==> src/rtl/temp_result_pkg.sv <==
package temp_result_pkg;
    localparam int TR_RAW_W    = 12;
    localparam int TR_WORD_W   = 16;
    localparam int TR_RES_W    = 2;
    localparam int TR_MIN_BITS = 9;
endpackage

==> src/rtl/tr_res_mask.sv <==
module tr_res_mask #(
    parameter int RAW_W    = temp_result_pkg::TR_RAW_W,
    parameter int WORD_W   = temp_result_pkg::TR_WORD_W,
    parameter int RES_W    = temp_result_pkg::TR_RES_W,
    parameter int MIN_BITS = temp_result_pkg::TR_MIN_BITS
) (
    input  logic [RAW_W-1:0]  raw_i,
    input  logic [RES_W-1:0]  res_i,
    output logic [WORD_W-1:0] word_o
);
    localparam int PAD_W  = WORD_W - RAW_W;
    // raw bit index below which bits are dropped at the coarsest setting
    localparam int CUT_LO = RAW_W - MIN_BITS;

    logic [RAW_W-1:0] keep;

    generate
        for (genvar k = 0; k < RAW_W; k++) begin : g_bit
            assign keep[k] = (32'(k) + 32'(res_i)) >= 32'(CUT_LO);
            assign word_o[PAD_W + k] = raw_i[k] & keep[k];
        end
        if (PAD_W > 0) begin : g_pad
            assign word_o[PAD_W-1:0] = '0;
        end
    endgenerate
endmodule

==> src/rtl/tr_capture.sv <==
module tr_capture #(
    parameter int WORD_W = temp_result_pkg::TR_WORD_W
) (
    input  logic              clk_i,
    input  logic              rst_ni,
    input  logic              done_i,
    input  logic              busy_i,
    input  logic [WORD_W-1:0] word_i,
    output logic [WORD_W-1:0] rd_o,
    output logic [WORD_W-1:0] cmp_o
);
    typedef struct packed {
        logic [WORD_W-1:0] rd;
        logic [WORD_W-1:0] cmp;
    } cap_state_t;

    cap_state_t st_d, st_q;

    always_comb begin
        st_d = st_q;
        if (done_i) begin
            // alarm path sees every sample
            st_d.cmp = word_i;
            // readable copy skips samples that overlap a host read
            if (!busy_i) begin
                st_d.rd = word_i;
            end
        end
    end

    always_ff @(posedge clk_i or negedge rst_ni) begin
        if (!rst_ni) begin
            st_q <= '0;
        end else begin
            st_q <= st_d;
        end
    end

    assign rd_o  = st_q.rd;
    assign cmp_o = st_q.cmp;
endmodule

==> src/rtl/temp_result_reg.sv <==
module temp_result_reg #(
    parameter int RAW_W    = temp_result_pkg::TR_RAW_W,
    parameter int WORD_W   = temp_result_pkg::TR_WORD_W,
    parameter int RES_W    = temp_result_pkg::TR_RES_W,
    parameter int MIN_BITS = temp_result_pkg::TR_MIN_BITS
) (
    input  logic              clk_i,
    input  logic              rst_ni,
    input  logic              conv_done_i,
    input  logic [RAW_W-1:0]  conv_raw_i,
    input  logic [RES_W-1:0]  res_sel_i,
    input  logic              rd_busy_i,
    output logic [WORD_W-1:0] temp_word_o,
    output logic [WORD_W-1:0] cmp_word_o
);
    logic [WORD_W-1:0] masked_word;

    tr_res_mask #(
        .RAW_W   (RAW_W),
        .WORD_W  (WORD_W),
        .RES_W   (RES_W),
        .MIN_BITS(MIN_BITS)
    ) u_mask (
        .raw_i (conv_raw_i),
        .res_i (res_sel_i),
        .word_o(masked_word)
    );

    tr_capture #(
        .WORD_W(WORD_W)
    ) u_cap (
        .clk_i (clk_i),
        .rst_ni(rst_ni),
        .done_i(conv_done_i),
        .busy_i(rd_busy_i),
        .word_i(masked_word),
        .rd_o  (temp_word_o),
        .cmp_o (cmp_word_o)
    );
endmodule

==> config.mk <==
export PLATFORM = sky130hd
export DESIGN_NAME = temp_result_reg
export DESIGN_NICKNAME = d
export VERILOG_FILES = /design/src/rtl/temp_result_pkg.sv /design/src/rtl/tr_res_mask.sv /design/src/rtl/tr_capture.sv /design/src/rtl/temp_result_reg.sv
export SDC_FILE = /design/constraint.sdc
export NUM_CORES = 1
export LEC_CHECK = 0
export BUFFER_PORTS_ARGS = -buffer_cell sky130_fd_sc_hd__buf_2
export CAP_MARGIN = 40
export CORE_ASPECT_RATIO = 1.1
export CORE_MARGIN = 2
export CORE_UTILIZATION = 44
export CTS_CLUSTER_DIAMETER = 150
export CTS_CLUSTER_SIZE = 25
export DETAILED_ROUTE_END_ITERATION = 8
export PLACE_DENSITY = 0.78
export SYNTH_ARGS = -nofsm -noshare
export SYNTH_HDL_FRONTEND = slang
export SYNTH_SLANG_ARGS = --single-unit
==> constraint.sdc <==
create_clock -name clk_i -period 0.86 [get_ports clk_i]
set_input_delay 0.086 -clock clk_i [delete_from_list [all_inputs] [get_ports clk_i]]
set_output_delay 0.086 -clock clk_i [all_outputs]
set_load 0.01 [all_outputs]
# Word-level counts from Yosys, hierarchy flattened
# Cells that the tools add are included.
# classes
n_addsub,11
multipliers,0
n_div,0
n_lt_le_gt_ge,12
n_eq_ne,0
shift,0
n_mux,0
n_bitwise,13
reduce_logical,1
# ops
cell,n
greater-or-equal comparator 32 x 2 -> 1 bit (second input constant),11
adder 4 x 2 -> 5 bit (first input constant),4
adder 3 x 2 -> 4 bit (first input constant),4
AND 1 bit,12
adder 2 x 2 -> 3 bit (first input constant),2
adder 1 x 2 -> 3 bit (first input constant),1
greater-or-equal comparator 2 bit (second input constant),1
AND reduction 2 bit,1
inverter 1 bit,1
# word_totals
ff_bits,24
latch_bits,0
ram_bits,0
mem_bits_ro,0
inputBits,18
out_inout_bits,32
word_cells,39
memories,0

# Longest topological paths before layout
# logic_depth
ltp_word,3
depth_mapped,3

# Cells and area by module
# From an unflattened synthesis, not the netlist that was laid out.
# unflattened
hier_cells,86
hier_area_um2,1378.8
# modules_own_cells
module,instances,cells_per_inst,area_each_um2,seq_area_each_um2
tr_capture,1,69,1260.0,800.8
tr_res_mask,1,17,118.9,0.0

# Worst setup path before layout
# OpenSTA, ideal clock, no wires.
# synth_timing
kind,input to register
start,input conv_done_i
end,"register u_cap.st_q, in the netlist u_cap.rd_o[10]"
setup_time_ns,0.127
arrival_ns,0.685
required_ns,0.733
slack_ns,0.048
stages,3
path_cell_list,nor2b_4 > buf_6 > mux2_1
# synth_between
elab_chain_cells,1
# synth_lines
element,line_no,text
"start, declared",temp_result_reg.sv:9,"input logic conv_done_i,"
AND reduction 2 bit (no source line),n/a,
"end signal, assigned",tr_capture.sv:35,st_q <= st_d;
"end, declared",tr_capture.sv:17,"cap_state_t st_d, st_q;"
# Every way passes these cells.
# A chain may end at the register's enable or synchronous reset.

# Worst setup path after layout
# layout_timing
start,"register u_cap.st_q, in the netlist u_cap.cmp_o[9]"
end,output cmp_word_o[9]
# layout_rtl
element,line_no,text
"end, declared",temp_result_reg.sv:14,output logic [WORD_W-1:0] cmp_word_o
# No word-level cell between the ends.

==> key figures <==
Timing
  – Fin. Hold Viols: 0
  – Setup violators final: 27
  – Final Max Slew Viols: 0
  – Slew Limit Headroom: 0.657
  – Worst Skew: 0 ns
  – Final Critical Period: 0.931 ns
  – Slew @ Worst Pin: 0.514 ns
  – WHS: 0.0179 ns
  – Fmax: 1070 MHz
  – Setup repair after global routing missed its margin: true
  – Setup WS post-layout: -0.0711 ns
  – Final period utilization: 1.08
  – Setup TNS Final: -1.48 ns

CTS
  – Clk_lat worst skew: ~0.30 ns
  – Clock Path Buffers: 2
  – Root Driver: clkbuf_4
  – H-tree depth: 1
  – CTS tree: done
  – Sink Count: 24
  – Clock-pin slew on the worst setup and hold paths: ~0.12 ns
  – CTS buffer count: 3

Die
  – Full die area: around 2600 µm²
  – Row cnt: 18
  – Die width: 49.2 µm
  – Starting Density: 0.452
  – Core Region: 2180 µm²
  – Die height: 53.7 µm
  – Ports: 50

Drt
  – Post-DR wirelength/cell: 11.9 µm
  – Initial DRT Pass Iterations: 1
  – Final wirelength: 1.76 mm
  – Initial drt markers: 0
  – DRC Markers: 0
  – Vias: 663
  – Vias per Instance: roughly 4.5
  – Number of routed nets with antenna violations: 0

Layout
  – Share of post-route cells with drive strength above 1: 0.559
  – Commonest non-fill, non-tap cell in the layout: buf_2
  – Syn-to-layout area delta: 35.6%
  – Post-route cell area: roughly 1300 µm²
  – Most frequent cells in the layout: buf_2, dfrtp_1, mux2_2
  – Area of the multi-input gates: between 300 and 400 µm²
  – Ant diodes: 0
  – Fillers: 199
  – FF+latch area: about 600 µm²
  – Nets@finish: 137

Critical path
  – Element type at the critical path end: primary output
  – WP data required: 0.77 ns
  – Crit path cell chain: buf_2
  – Delay of the slowest cell on the worst path: 0.41 ns
  – Delay-heaviest family, CP: flip-flops
  – WS Path Type: reg -> out
  – Critical path arrival: 0.85 ns
  – CP Buf/Inv Count: 1
  – Crit path max-delay cell type: dfrtp_1
  – CP max FO: 2
  – Critical Path Source Type: register

GRT
  – Initial antenna violation count: 0
  – Global-route wire length before repair: 2.92 mm
  – GRT Overall Usage: 0.147
  – Pin count of the biggest net entering global routing: 25
  – Grt ovf: 0
  – Vias in the first global route: about 660

Yosys
  – Area of the mapped netlist: around 990 µm²
  – Post-synthesis adder-cell area fraction: 0
  – Synth cell types: 13
  – Largest family of logic cells by synthesized area: multiplexers
  – Mux cell area share after synthesis: 0.271
  – Yosys warns: 0
  – Compound-Gate Fraction of Synth Area: 0.00507
  – Syn Inst Count: between 60 and 70
  – Post-synthesis simple-gate area fraction: 0.0266
  – Xor and xnor area share after synthesis: 0
  – Mean area per synthesized cell: 15.2 µm²
  – Sequential-to-total area share from yosys stat: 0.608
  – Yosys reg bits: 24

Pwr
  – Total Power: about 0.0024 W
  – VDD IR max: about 0.0013 V
  – P_leak: 0.696 nW
  – P per Cell Area: roughly 1800 nW/µm²

Hold path
  – HP Class: in -> reg

Placed design
  – GPL Wtd Cong: 0.654
  – Pre-CTS setup slack: -0.0956 ns
  – Hpwl dp: 1.32 mm
  – Post-DP Area: around 1200 µm²
  – IO Port Bufs: 41

Status
  – Violated checks: negative setup slack
  – Status: finished with violations

Run
  – Max-Cap Viols: 0
==> per-layer routing <==
metal,GRT usage,share of wire,wire (µm)
met1,0.180,0.40,702
met2,0.268,0.53,941
met3,0.0361,0.067,118
met4,0.0286,0,0
met5,0,0,0
==> report_power, final <==
| part | internal, W | switching [W] |
|---|---|---|
| Sequential | 0.00126 | 0.0000607 |
| Clock | 0.000258 | 0.000308 |
| Combinational | 0.000285 | 0.000244 |
==> state kept, by name (all words and copies together) (netlist names) <==
name and cells:
u_cap.rd_o 12, u_cap.cmp_o 12
==> cell families (layout without fill, tap and decap cells) <==
family	Yosys count	in the layout
AO/OA/AOI/OAI	1	1
flip-flops	24	24
AND/OR/NAND/NOR	3	3
multiplexers	24	24
buffers and inverters	12	58
other	1	8
==> through the flow <==
step                       util  std cells
after floorplan               -         72
after global placement    0.553        135
after detailed placement  0.553        135
after CTS                 0.590        144
after global routing      0.613        148
final                     0.613        148
==> synth_stat cells <==
cell	instances	area, µm²
o21ai_0	1	5.00
inv_1	2	7.51
buf_4	8	60.1
conb_1	1	3.75
nor2b_4	1	13.8
mux2i_1	2	20.0
mux2_2	13	146
mux2_1	9	101
and3_1	1	6.26
buf_6	1	11.3
buf_2	1	5.00
and2_1	1	6.26
dfrtp_1	24	601
==> area by class of cell <==
type	count	area share
repair buffers	52	0.236
well taps	30	0.0280
multi-input cells	36	0.254
flip-flops and latches	24	0.449
clock buffers	4	0.0271
inverters	2	0.00561
==> repair_timing <==
item                                    in CTS  in global routing
buffers inserted                             3                  1
resized for setup                            1                  3
hold buffers                                 2                  3
endpoints found under the setup margin      24                 27
endpoints found under the hold margin       25                  3
==> path summary, 6_finish.rpt <==
check	from	slack, ns	endpoint	cells past startpoint
setup / recovery	u_cap.cmp_o[9]$_DFFE_PN0P_	-0.07	cmp_word_o[9]	1
hold / removal	conv_raw_i[8]	0.02	u_cap.rd_o[12]$_DFFE_PN0P_	2
setup reg to reg	u_cap.rd_o[14]$_DFFE_PN0P_	-0.03	u_cap.rd_o[14]$_DFFE_PN0P_	2
hold reg to reg	u_cap.rd_o[11]$_DFFE_PN0P_	0.49	u_cap.rd_o[11]$_DFFE_PN0P_	1
max in group asynchronous	rst_ni	0.25	u_cap.cmp_o[7]$_DFFE_PN0P_	2
min in group asynchronous	rst_ni	0.27	u_cap.cmp_o[6]$_DFFE_PN0P_	2
Note: power is estimated with default switching activity, not from simulation.
